## src/rtl/syscfg_pkg.sv

```systemverilog
package syscfg_pkg;

   typedef enum logic [1:0] {
      SEL_INFO   = 2'd0,
      SEL_DEVCFG = 2'd1,
      SEL_CLKDIV = 2'd2,
      SEL_KEY    = 2'd3
   } syscfg_sel_e;

   typedef struct packed {
      logic        hit;
      syscfg_sel_e sel;
   } syscfg_dec_t;

endpackage

```

## src/rtl/syscfg_decode.sv

```systemverilog
module syscfg_decode #(
   parameter int ADDR_W = 4
) (
   input  logic [ADDR_W-1:0]        addr,
   output syscfg_pkg::syscfg_dec_t  dec
);
   import syscfg_pkg::*;

   logic upper_zero;

   generate
      if (ADDR_W < 4) begin : g_bad_addr
         $error("syscfg_decode: ADDR_W must be at least 4");
      end
      if (ADDR_W > 4) begin : g_wide
         assign upper_zero = (addr[ADDR_W-1:4] == '0);
      end else begin : g_exact
         assign upper_zero = 1'b1;
      end
   endgenerate

   always_comb begin
      dec.hit = upper_zero && (addr[1:0] == 2'b00);
      dec.sel = syscfg_sel_e'(addr[3:2]);
   end

endmodule

```

## src/rtl/syscfg_key.sv

```systemverilog
module syscfg_key #(
   parameter int              DATA_W  = 32,
   parameter logic [DATA_W-1:0] KEY_VAL = 32'h0000_00AA
) (
   input  logic              clk,
   input  logic              rst_n,
   input  logic              wr_any,
   input  logic              wr_key,
   input  logic [DATA_W-1:0] wdata,
   output logic              armed_q
);

   logic key_match;
   assign key_match = wr_key && (wdata == KEY_VAL);

   always_ff @(posedge clk or negedge rst_n) begin
      if (!rst_n) begin
         armed_q <= 1'b0;
      end else if (wr_any) begin
         armed_q <= key_match;
      end
   end


   key_drop_chk: assert property (@(posedge clk) disable iff (!rst_n)
      (wr_any && !wr_key) |=> !armed_q);


   key_hold_chk: assert property (@(posedge clk) disable iff (!rst_n)
      !wr_any |=> $stable(armed_q));

endmodule

```

## src/rtl/syscfg_preg.sv

```systemverilog
module syscfg_preg #(
   parameter int         W   = 32,
   parameter logic [W-1:0] RST = '0
) (
   input  logic         clk,
   input  logic         rst_n,
   input  logic         wr_en,
   input  logic [W-1:0] wdata,
   output logic [W-1:0] q
);

   always_ff @(posedge clk or negedge rst_n) begin
      if (!rst_n) begin
         q <= RST;
      end else if (wr_en) begin
         q <= wdata;
      end
   end


   preg_hold_chk: assert property (@(posedge clk) disable iff (!rst_n)
      !wr_en |=> $stable(q));

endmodule

```

## src/rtl/syscfg_swrst.sv

```systemverilog
module syscfg_swrst (
   input  logic clk,
   input  logic rst_n,
   input  logic fire,
   input  logic old_bit,
   input  logic new_bit,
   output logic pulse_q
);

   always_ff @(posedge clk or negedge rst_n) begin
      if (!rst_n) begin
         pulse_q <= 1'b0;
      end else begin
         pulse_q <= fire && old_bit && !new_bit;
      end
   end


   pulse_single_chk: assert property (@(posedge clk) disable iff (!rst_n)
      pulse_q |=> !pulse_q);

endmodule

```

## src/rtl/syscfg_regs.sv

```systemverilog
module syscfg_regs #(
   parameter int                DATA_W     = 32,
   parameter int                ADDR_W     = 4,
   parameter int                CLKDIV_W   = 16,
   parameter int                REV_W      = 4,
   parameter int                REV_LSB    = 28,
   parameter logic [REV_W-1:0]  REV_VAL    = 4'h5,
   parameter int                SWRST_BIT  = 31,
   parameter logic [DATA_W-1:0] DEVCFG_RST = 32'h0000_00F0,
   parameter logic [DATA_W-1:0] KEY_VAL    = 32'h0000_00AA
) (
   input  logic              clk,
   input  logic              rst_n,
   input  logic              bus_sel,
   input  logic              bus_wr,
   input  logic [ADDR_W-1:0] bus_addr,
   input  logic [DATA_W-1:0] bus_wdata,
   output logic [DATA_W-1:0] bus_rdata,
   output logic [DATA_W-1:0] devcfg_o,
   output logic [DATA_W-1:0] clkdiv_o,
   output logic              soft_rst_o
);
   import syscfg_pkg::*;

   localparam logic [DATA_W-1:0] INFO_WORD =
      DATA_W'(REV_VAL) << REV_LSB;

   generate
      if (REV_LSB + REV_W > DATA_W) begin : g_bad_rev
         $error("syscfg_regs: revision field exceeds data width");
      end
      if (CLKDIV_W < 1 || CLKDIV_W > DATA_W) begin : g_bad_div
         $error("syscfg_regs: CLKDIV_W out of range");
      end
      if (SWRST_BIT >= DATA_W) begin : g_bad_rst
         $error("syscfg_regs: SWRST_BIT out of range");
      end
   endgenerate

   syscfg_dec_t dec;
   logic        wr_any;
   logic        wr_key;
   logic        wr_devcfg;
   logic        wr_clkdiv;
   logic        armed;
   logic [CLKDIV_W-1:0] div_q;

   syscfg_decode #(.ADDR_W(ADDR_W)) u_decode (
      .addr (bus_addr),
      .dec  (dec)
   );

   assign wr_any    = bus_sel && bus_wr;
   assign wr_key    = wr_any && dec.hit && (dec.sel == SEL_KEY);
   assign wr_devcfg = wr_any && dec.hit && (dec.sel == SEL_DEVCFG);
   assign wr_clkdiv = wr_any && dec.hit && (dec.sel == SEL_CLKDIV);

   syscfg_key #(.DATA_W(DATA_W), .KEY_VAL(KEY_VAL)) u_key (
      .clk     (clk),
      .rst_n   (rst_n),
      .wr_any  (wr_any),
      .wr_key  (wr_key),
      .wdata   (bus_wdata),
      .armed_q (armed)
   );

   syscfg_preg #(.W(DATA_W), .RST(DEVCFG_RST)) u_devcfg (
      .clk   (clk),
      .rst_n (rst_n),
      .wr_en (wr_devcfg && armed),
      .wdata (bus_wdata),
      .q     (devcfg_o)
   );

   syscfg_preg #(.W(CLKDIV_W), .RST('0)) u_clkdiv (
      .clk   (clk),
      .rst_n (rst_n),
      .wr_en (wr_clkdiv && armed),
      .wdata (bus_wdata[CLKDIV_W-1:0]),
      .q     (div_q)
   );

   generate
      if (CLKDIV_W < DATA_W) begin : g_div_pad
         assign clkdiv_o = {{(DATA_W-CLKDIV_W){1'b0}}, div_q};
      end else begin : g_div_full
         assign clkdiv_o = div_q;
      end
   endgenerate

   syscfg_swrst u_swrst (
      .clk     (clk),
      .rst_n   (rst_n),
      .fire    (wr_devcfg && armed),
      .old_bit (devcfg_o[SWRST_BIT]),
      .new_bit (bus_wdata[SWRST_BIT]),
      .pulse_q (soft_rst_o)
   );

   always_comb begin
      bus_rdata = '0;
      if (dec.hit) begin
         case (dec.sel)
            SEL_INFO:   bus_rdata = INFO_WORD;
            SEL_DEVCFG: bus_rdata = devcfg_o;
            SEL_CLKDIV: bus_rdata = clkdiv_o;
            SEL_KEY:    bus_rdata = {{(DATA_W-1){1'b0}}, armed};
            default:    bus_rdata = '0;
         endcase
      end
   end


   locked_devcfg_chk: assert property (@(posedge clk) disable iff (!rst_n)
      (wr_devcfg && !armed) |=> $stable(devcfg_o));


   locked_clkdiv_chk: assert property (@(posedge clk) disable iff (!rst_n)
      (wr_clkdiv && !armed) |=> $stable(clkdiv_o));


   pulse_edge_chk: assert property (@(posedge clk) disable iff (!rst_n)
      soft_rst_o |-> ($past(devcfg_o[SWRST_BIT]) && !devcfg_o[SWRST_BIT]));


   key_read_chk: assert property (@(posedge clk) disable iff (!rst_n)
      (bus_sel && !bus_wr && dec.hit && dec.sel == SEL_KEY) |-> (bus_rdata[DATA_W-1:1] == '0));

endmodule

```

## config.mk

```make
export PLATFORM = sky130hd
export DESIGN_NAME = syscfg_regs
export DESIGN_NICKNAME = d
export VERILOG_FILES = /design/src/rtl/syscfg_pkg.sv /design/src/rtl/syscfg_decode.sv /design/src/rtl/syscfg_key.sv /design/src/rtl/syscfg_preg.sv /design/src/rtl/syscfg_swrst.sv /design/src/rtl/syscfg_regs.sv
export SDC_FILE = /design/constraint.sdc
export NUM_CORES = 1
export LEC_CHECK = 0
export BUFFER_PORTS_ARGS = -buffer_cell sky130_fd_sc_hd__clkbuf_2
export CAP_MARGIN = 15
export CORE_MARGIN = 5
export CORE_UTILIZATION = 49
export DETAILED_ROUTE_END_ITERATION = 16
export PLACE_DENSITY = 0.93
export SLEW_MARGIN = 20
export SYNTH_ARGS = -nofsm -noshare
export SYNTH_HDL_FRONTEND = slang
export SYNTH_SLANG_ARGS = --single-unit
```

## constraint.sdc

```tcl
create_clock -name clk -period 2.3 [get_ports clk]
set_clock_uncertainty 0.1 [all_clocks]
set_input_delay 0.23 -clock clk [delete_from_list [all_inputs] [get_ports clk]]
set_output_delay 0.23 -clock clk [all_outputs]
set_load 0.05 [all_outputs]
```

Word level (Yosys, flattened, before mapping) --
Cells that the tools add are included.
Operators by class: mux-type cells 2, reductions and logical operators 13, eq/ne operators 4
Operator list (count):
- 32-bit case mux with 4 select lines | 1
- 32-bit by 8-bit equality test with 1-bit output (second input constant) | 1
- 32-bit 2-to-1 mux | 1
- 1-bit logical AND | 10
- 2-bit equality test (second input constant) | 2
- 2-bit zero test | 2
- 2-bit by 1-bit equality test with 1-bit output (second input constant) | 1
- 1-bit zero test | 1
Word-level totals: input bits 40, output and inout port bits 97, register bits 50, logic and storage cells 23

Logic depth before layout (Yosys ltp) --
Gate-level depths: netlist of the first run.
word-level depth 6, mapped depth 5, depth with buffers taken out 3

Cells and area by module --
A second synthesis of the first run with hierarchy kept.
Unflattened totals: cells, all modules 224, area, all modules 2960.3 µm²
By module, submodules not included:
- syscfg_preg at u_devcfg | times used 1, sequential area each 805.8 µm², cells each 68, area an instance 1350.0 µm²
- syscfg_regs | times used 1, sequential area each 0.0 µm², cells each 102, area an instance 762.0 µm²
- syscfg_preg at u_clkdiv | times used 1, sequential area each 400.4 µm², cells each 34, area an instance 649.4 µm²
- syscfg_key | times used 1, sequential area each 25.0 µm², cells each 15, area an instance 146.4 µm²
- syscfg_swrst | times used 1, sequential area each 25.0 µm², cells each 2, area an instance 33.8 µm²
- syscfg_decode | times used 1, sequential area each 0.0 µm², cells each 3, area an instance 18.8 µm²

Worst setup path after synthesis of the first run --
OpenSTA, ideal clock, no wires.
path kind input-to-output, from input bus_addr[1], to output bus_rdata[28], arrival 1790 ps, setup slack 180 ps, buffers on the path 1, data required time 1970 ps, stages on the path 3, cells stage by stage or2_2 -> clkbuf_1 -> nor3_1
Between the ends: word-level cells in the longest chain between the ends 2
Ends and longest elaborated chain:
- start: declaration | line syscfg_regs.sv:16 | input logic [ADDR_W-1:0] bus_addr,
- 2-bit zero test | line syscfg_decode.sv:23 | dec.hit = upper_zero && (addr[1:0] == 2'b00);
- 32-bit 2-to-1 mux | line syscfg_regs.sv:102 | if (dec.hit) begin
- end: declaration | line syscfg_regs.sv:18 | output logic [DATA_W-1:0] bus_rdata,
Every way passes these cells.

Final worst setup path of the first run --
from register u_key.armed_q, to output bus_rdata[0]
Between the ends: word-level cells in the longest chain between the ends 2
Ends and longest elaborated chain:
- start: declaration | line syscfg_key.sv:10 | output logic armed_q
- start signal: assignment | line syscfg_key.sv:20 | armed_q <= key_match;
- 32-bit case mux with 4 select lines | line syscfg_regs.sv:103 | case (dec.sel)
- 32-bit 2-to-1 mux | line syscfg_regs.sv:102
Every way passes these cells.

==> summary.txt, run 1 <==
Pwr
  – P_int: 1270 µW
  – Gate power share: 10.3%
  – Net load switching power: 405 µW
  – Sequential share of power: 52.5%
  – Pwr per Cell Area: 491 nW/µm²
  – Sw frac: 24.2%
  – Leak pwr: 0.00183 µW
  – VDD IR max: 288 µV
  – Clock power frac: 37.2%
  – Final total power: 1670 µW

Min path
  – Hold Path Class: input port to flip-flop

Global routing
  – Met1 GRT Util: 24.4%
  – Total track usage: 19.6%
  – GR Util met3: 5.73%
  – Met2 Usage GRT: 32.9%
  – Vias in the first global route: 2118
  – Total gr overflow: 0
  – Initial antenna violation count: 0
  – GR peak layer: met2
  – Largest net degree at the start of global routing: 32
  – First-pass GRT wire length: 11000 µm

Routing
  – DRC: 0
  – WL final: 6940 µm
  – DR vias/cell: 5.13
  – Via Count: 2032
  – Initial DRC Count: 86
  – Router iterations before antenna repair: 4
  – Post-DR wirelength/cell: 17.5 µm
  – DRT antenna net count: 0

Floorplanning
  – Die Y: 83.5 µm
  – Starting Density: 51.2%
  – Die footprint: 6970 µm²
  – I/O pin count: 137
  – Core region area: 5170 µm²
  – Die X: 83.5 µm
  – Row count: 26

Place
  – Placer Congestion: 0.820
  – Post-DP HPWL: 5440 µm
  – Placement-stage cell area: 3280 µm²
  – Count of input and output buffers: 120

Final layout
  – Post-layout nets: 366
  – Leading cell types in the layout, fill and taps excluded: 117 x clkbuf_2, 46 x dfrtp_1, 29 x mux2_4, 20 x mux2_2
  – Layout cells sized above 1: 60.7%
  – Ant. Diodes: 0
  – Most common cell after layout, fill and taps aside: clkbuf_2
  – Area Growth Syn to Fin: 28.7%
  – Finished Cell Area: 3410 µm²

Synthesis
  – Syn Area/Cell: 13.2 µm²
  – Syn Std Cell Area: 2650 µm²
  – Mapped Cells: 201
  – #FFs+latches synth: 50
  – Main synth FF type: dfrtp_1
  – Seq/Total Area, Yosys: 47.4%
  – Post-synth EDFFs: 0
  – Synth async-reset ratio: 100%
  – Synthesis warning total: 0
  – Number of library cell types mapped by synthesis: 29

STA
  – Fmax: 561 MHz
  – Least-Margin Pin Slew: 0.758 ns
  – Final Max Tran Viols: 0
  – Minimum clock period after layout: 1.78 ns
  – Slew margin rel.: 49.5%
  – Final Setup Violations: 0
  – Period utilisation layout: 77.6%
  – Final Hold Viols: 0
  – Final setup TNS: 0 ns
  – RSZ-0062 raised after global routing: no

Clock tree
  – Clock transition at path regs: 0.09 ns
  – Clock Tree Root: clkbuf_8
  – Setup bufs post-CTS: 0
  – CTS Buf Count: 5
  – CTS sink cnt: 50
  – CTS tree: done
  – Max clock buf depth: 2
  – H-tree lvl count: 2
  – Worst skew pair latency: 0.30 ns

Run status
  – Status: completed

Job
  – MaxCap Viol Count: 0

Setup path
  – Setup CP Type: flip-flop to output port
  – Critical path arrival: 1.45 ns
  – Worst EP required: 1.97 ns
  – Critical Path End Type: output port
  – Max Fanout on Critical Path: 4
  – Reg2Reg Setup Slack: 0.76 ns
  – Worst setup SP type: flip-flop
-- through the flow --
stage	cells	util [%]	hold WS [ns]	worst slack, ns
finish	396	65.9	0.0698	0.516
global route	396	65.9	0.0566	0.403
CTS	396	65.9	0.0624	0.518
detailed placement	388	63.5	0.247	0.419
global placement	388	63.5	0.222	0.464
floorplan	216	-	-0.166	0.180
-- cell families (layout without fill, tap and decap cells) --
logic type | after synthesis | count (layout) | share of synthesized area (%)
and+or+nand+nor | 55 | 55 | 13.1
DFF | 50 | 50 | 47.4
muxes | 49 | 49 | 25.0
buffers and inverters | 29 | 139 | 9.36
AOI/OAI and AO/OA | 17 | 17 | 5.01
other | 1 | 16 | 0.142
-- power groups by stage --
stage,registers [µW],logic (µW),clock network [µW]
after floorplan,896,107,0
after global placement,896,166,0
after detailed placement,896,171,0
after CTS,879,173,641
after global routing,879,184,680
final,879,173,623
-- cells in the mapped netlist, types with 2 or more instances --
cell	n	area [µm²]
clkbuf_1	5	18.8
mux2_2	20	225
nor2b_1	4	25.0
dfrtp_1	46	1150
nor4_1	3	18.8
nand4_1	2	12.5
nor2_1	16	60.1
and2_1	12	75.1
nor3_1	3	15.0
buf_12	4	80.1
buf_4	17	128
a22oi_1	16	120
or4_1	2	15.0
nand2_1	2	7.51
mux2_4	29	435
nor4bb_1	2	20.0
dfstp_2	4	105
buf_2	2	10.0
and2_2	2	15.0
-- registers in the layout (all words and copies together) (netlist names) --
signal	count
u_key.armed_q	1
u_clkdiv.q	16
u_devcfg.q	32
u_swrst.pulse_q	1
-- per-layer routing --
layer / part of all wire, % / vias up / wire (µm)
met2: 49 / 103 / 3380
li1: - / 926 / -
met1: 40 / 989 / 2780
met4: 2.2 / 0 / 151
met3: 9.1 / 14 / 629
met5: 0 / - / 0
-- area by class of cell --
cell class,instances,area [µm²]
multi-input cells,137,1200
clock inverters,1,30.0
flip-flops and latches,50,1260
repair buffers,132,751
clock buffers,6,82.6
well taps,70,87.6
fillers,419,1770
-- path summary, 6_finish.rpt --
| check | to | cells after the start | start |
|---|---|---|---|
| max in group asynchronous | u_devcfg.q[5] | 3 | rst_n |
| max | bus_rdata[0] | 4 | u_key.armed_q |
| min | u_devcfg.q[27] | 2 | bus_wdata[27] |
| min reg2reg | u_devcfg.q[19] | 1 | u_devcfg.q[19] |
| max reg2reg | u_devcfg.q[15] | 3 | u_key.armed_q |
| min in group asynchronous | u_devcfg.q[19] | 2 | rst_n |
-- worst max-delay path, cell delays in order (launching register included) --
cell	delay, ns
dfrtp_1	0.42
mux2_2	0.28
a22oi_1	0.14
nor2_1	0.06
clkbuf_2	0.25
-- repair_timing --
action / in CTS / in global routing
hold buffers: 1 / 0
gates resized for setup: 0 / 0
endpoints found under the hold margin: 29 / 0
endpoints found under the setup margin: 0 / 0
No activity file was read; power rests on OpenSTA's default activity.
==> run 2, diff against run 1 <==
Settings changed: ABC_AREA set to 1, CORE_UTILIZATION 49 to 41, PLACE_DENSITY 0.93 to 0.83.
Clock period 2.3 ns to 1.5 ns, I/O delays scaled along.
==> run 2 against run 1 <==
Net effect: the flow now finishes with violations (setup timing); hold slack got worse by 0.066 ns; non-clock buffer count rose by 24; synthesized cell count rose by 70%; die area rose by 19%; clock power rose by 85%; total power rose by 71%; critical path depth fell by 1; sequential power rose by 54%; highest routed layer unchanged; global-route usage fell by 0.94 points; critical path type unchanged; register-to-register slack got worse by 0.54 ns; first-iteration DRC count rose by 42%; combinational power rose by 110%.
==> summary.txt, run 2 <==
STA
  – Period utilisation layout: 101%
  – RSZ-0062 raised after global routing: yes (was no)
  – Final Max Tran Viols: 0 (unchanged)
  – Minimum clock period after layout: 1.52 ns
  – Final setup margin: -0.0175 ns (was 0.516 ns)
  – Final Hold Viols: 0 (unchanged)
  – Final setup TNS: -0.0175 ns (was 0 ns)
  – Fmax: 659 MHz
  – Final Setup Violations: 1 (was 0)

Clock tree
  – H-tree lvl count: 2 (unchanged)
  – Max clock buf depth: 2 (unchanged)
  – Clock transition at path regs: 0.09 ns (about the same)
  – CTS tree: done (unchanged)
  – CTS Buf Count: 5 (unchanged)
  – Clock Tree Root: clkbuf_8 (unchanged)
  – Worst skew pair latency: 0.29 ns (was 0.30 ns)
  – CTS sink cnt: 50 (unchanged)

Synthesis
  – Main synth FF type: dfrtp_1 (unchanged)
  – Syn Std Cell Area: 2700 µm² (was 2650 µm²)
  – Synth Area in Compound Gates: 15.7% (was 5.01%)
  – Mapped Cells: 341 (was 201)
  – Synth Area in XOR/XNOR: 0% (unchanged)
  – Synth Area in Simple Gates: 22.8% (was 13.1%)
  – Most numerous cell in the Yosys netlist: nand2_1 (was dfrtp_1)
  – #FFs+latches synth: 50 (unchanged)
  – Main combinational cell family by area after synthesis: simple AND/OR/NAND/NOR gates (was multiplexers)
  – Adder-cell area share of the yosys netlist: 0% (unchanged)
  – Syn Area/Cell: 7.93 µm² (was 13.2 µm²)
  – Proportion of synthesized area in mux cells: 0% (was 25.0%)
  – Seq/Total Area, Yosys: 46.5% (was 47.4%)
  – Post-synth EDFFs: 0 (unchanged)
  – Yosys top cell area share: 42.6% (was 43.5%)
  – Synth top cells by count: 114 x nand2_1, 46 x dfrtp_1, 38 x inv_1 (was 46 x dfrtp_1, 29 x mux2_4, 20 x mux2_2)
  – Area contributors post-synth: dfrtp_1 43%, nand2_1 16%, o21ai_2 9.4% (was dfrtp_1 43%, mux2_4 16%, mux2_2 8.5%)
  – Post-synth top area cell: dfrtp_1 (unchanged)
  – Synthesis warning total: 0 (unchanged)
  – Synth async-reset ratio: 100% (unchanged)
  – Number of library cell types mapped by synthesis: 22 (was 29)

Floorplanning
  – Row count: 29 (was 26)
  – Die footprint: 8320 µm² (was 6970 µm²)
  – Starting Density: 42.3% (was 51.2%)
  – I/O pin count: 137 (unchanged)
  – Die X: 91.2 µm (was 83.5 µm)
  – Die Y: 91.2 µm (was 83.5 µm)
  – Core region area: 6390 µm² (was 5170 µm²)

Pwr
  – VDD IR max: 482 µV (was 288 µV)
  – Sw frac: 24.2% (about the same)
  – Gate power share: 12.6% (was 10.3%)
  – Net load switching power: 694 µW (was 405 µW)
  – Leak pwr: 0.00205 µW (was 0.00183 µW)
  – Pwr per Cell Area: 723 nW/µm² (was 491 nW/µm²)
  – Sequential share of power: 47.0% (was 52.5%)
  – Clock power frac: 40.3% (was 37.2%)
  – P_int: 2170 µW (was 1270 µW)

Run status
  – Violated checks: setup timing
  – Status: complete, but fails checks (was completed)

Global routing
  – Total gr overflow: 0 (unchanged)
  – Vias in the first global route: 2642 (was 2118)
  – Initial antenna violation count: 0 (unchanged)
  – Total track usage: 18.7% (was 19.6%)
  – Largest net degree at the start of global routing: 51 (was 32)
  – First-pass GRT wire length: 13000 µm (was 11000 µm)

Final layout
  – Finished Cell Area: 3960 µm² (was 3410 µm²)
  – Multi-input combinational cell area: 1260 µm² (was 1200 µm²)
  – Largest regs: u_devcfg.q: 32 flops, u_clkdiv.q: 16 flops (unchanged)
  – Ant. Diodes: 0 (unchanged)
  – Post-layout nets: 525 (was 366)
  – Largest register FFs: 32 (unchanged)
  – Register area: 1260 µm² (about the same)
  – Register with the highest flop count: u_devcfg.q (unchanged)
  – Area Growth Syn to Fin: 46.6% (was 28.7%)
  – Fillers: 550 (was 419)
  – Leading cell types in the layout, fill and taps excluded: 111 x nand2_1, 105 x clkbuf_2, 45 x dfrtp_1, 37 x inv_1, 29 x o21ai_2 (was 117 x clkbuf_2, 46 x dfrtp_1, 29 x mux2_4, 20 x mux2_2)
  – Most common cell after layout, fill and taps aside: nand2_1 (was clkbuf_2)
  – Layout cells sized above 1: 44.9% (was 60.7%)

Routing
  – Via Count: 2635 (was 2032)
  – Post-DR wirelength/cell: 13.9 µm (was 17.5 µm)
  – Router iterations before antenna repair: 4 (unchanged)
  – Initial DRC Count: 122 (was 86)
  – DRT antenna net count: 0 (unchanged)
  – DRC: 0 (unchanged)
  – WL final: 7840 µm (was 6940 µm)
  – DR vias/cell: 4.68 (was 5.13)

Setup path
  – Critical path arrival: 1.27 ns (was 1.45 ns)
  – Max Fanout on Critical Path: 2 (was 4)
  – Setup CP Type: flip-flop to output port (unchanged)
  – Worst EP required: 1.25 ns (was 1.97 ns)
  – Critical Path End Type: output port (unchanged)
  – Worst setup SP type: flip-flop (unchanged)

Place
  – Placer Congestion: 0.825 (was 0.820)
  – Placement-stage cell area: 3530 µm² (was 3280 µm²)
  – Post-DP HPWL: 5730 µm (was 5440 µm)
  – Count of input and output buffers: 120 (unchanged)

Job
  – MaxCap Viol Count: 0 (unchanged)

Min path
  – Hold Path Class: input port to flip-flop (unchanged)
-- run 2: cell count changes in the layout (fill, tap and decap cells not counted), sizes merged, moves of 15 or more --
cell         change
dlygate4sd3     +17
o21ai           +48
a22oi           -16
a21oi           +15
mux2            -49
inv             +40
nand2          +112
-- run 2: repair_timing --
action                                  in CTS  in global routing
resized for setup                           12                 24
endpoints found under the setup margin       7                 14
cloned                                       0                  0
endpoints found under the hold margin       69                  0
pin swaps                                    5                  0
buffers inserted                             1                  3
hold buffers                                18                  0
-- run 2: final cells by class --
class	count	area share (%)
multi-input combinational	232	31.8
inverter	40	3.79
timing repair buffer	156	26.7
clock inverter	2	1.52
clock buffer	6	2.08
tap	77	2.43
sequential	50	31.7
-- run 2: worst paths after layout --
| check | from | endpoint | slack [ns] | cells past startpoint |
|---|---|---|---|---|
| worst max-delay path | u_devcfg.q[6] | bus_rdata[6] | -0.02 | 3 |
| max in group asynchronous | rst_n | u_devcfg.q[4] | 0.73 | 3 |
| worst max register to register | u_key.armed_q | u_devcfg.q[12] | 0.22 | 5 |
| worst min-delay path | bus_wdata[9] | u_clkdiv.q[9] | 0.003 | 3 |
| min in group asynchronous | rst_n | u_clkdiv.q[10] | 0.28 | 3 |
| worst min register to register | u_devcfg.q[7] | u_devcfg.q[7] | 0.40 | 2 |
-- run 2: kinds of logic after synthesis --
family | after synthesis
other | 1
AO/OA/AOI/OAI | 63
buffers and inverters | 74
flip-flops | 50
AND/OR/NAND/NOR | 153
-- run 2: layer usage --
metal / wire length, µm / global-route usage [%] / up-vias
met1: 3190 / 24.0 / 1210
li1: - / - / 1304
met4: 94 / 5.87 / 0
met5: 0 / 0 / -
met2: 3940 / 31.3 / 110
met3: 617 / 4.21 / 11
-- run 2: stage by stage --
stage	utilization (%)	cells	power [µW]	worst slack (ns)	hold WS, ns
floorplan	-	356	1600	-0.143	-0.246
global placement	55.3	533	1690	0.110	0.0576
detailed placement	55.3	533	1700	0.0637	0.0636
CTS	61.2	560	2880	0.000298	0.00199
global route	62.1	563	2970	-0.0411	0.00144
finish	62.1	563	2860	-0.0175	0.00346
-- run 2: power groups by stage --
stage / Clock [µW] / Combinational [µW] / Sequential [µW]
final: 1150 / 362 / 1350
after global routing: 1230 / 395 / 1350
after CTS: 1170 / 361 / 1350
after detailed placement: 0 / 323 / 1370
after global placement: 0 / 317 / 1370
after floorplan: 0 / 225 / 1370
-- run 2: critical path: stages (launching register included) --
cell and delay, ns:
dfstp_2 0.54, nand2_1 0.06, a21oi_2 0.19, buf_8 0.17
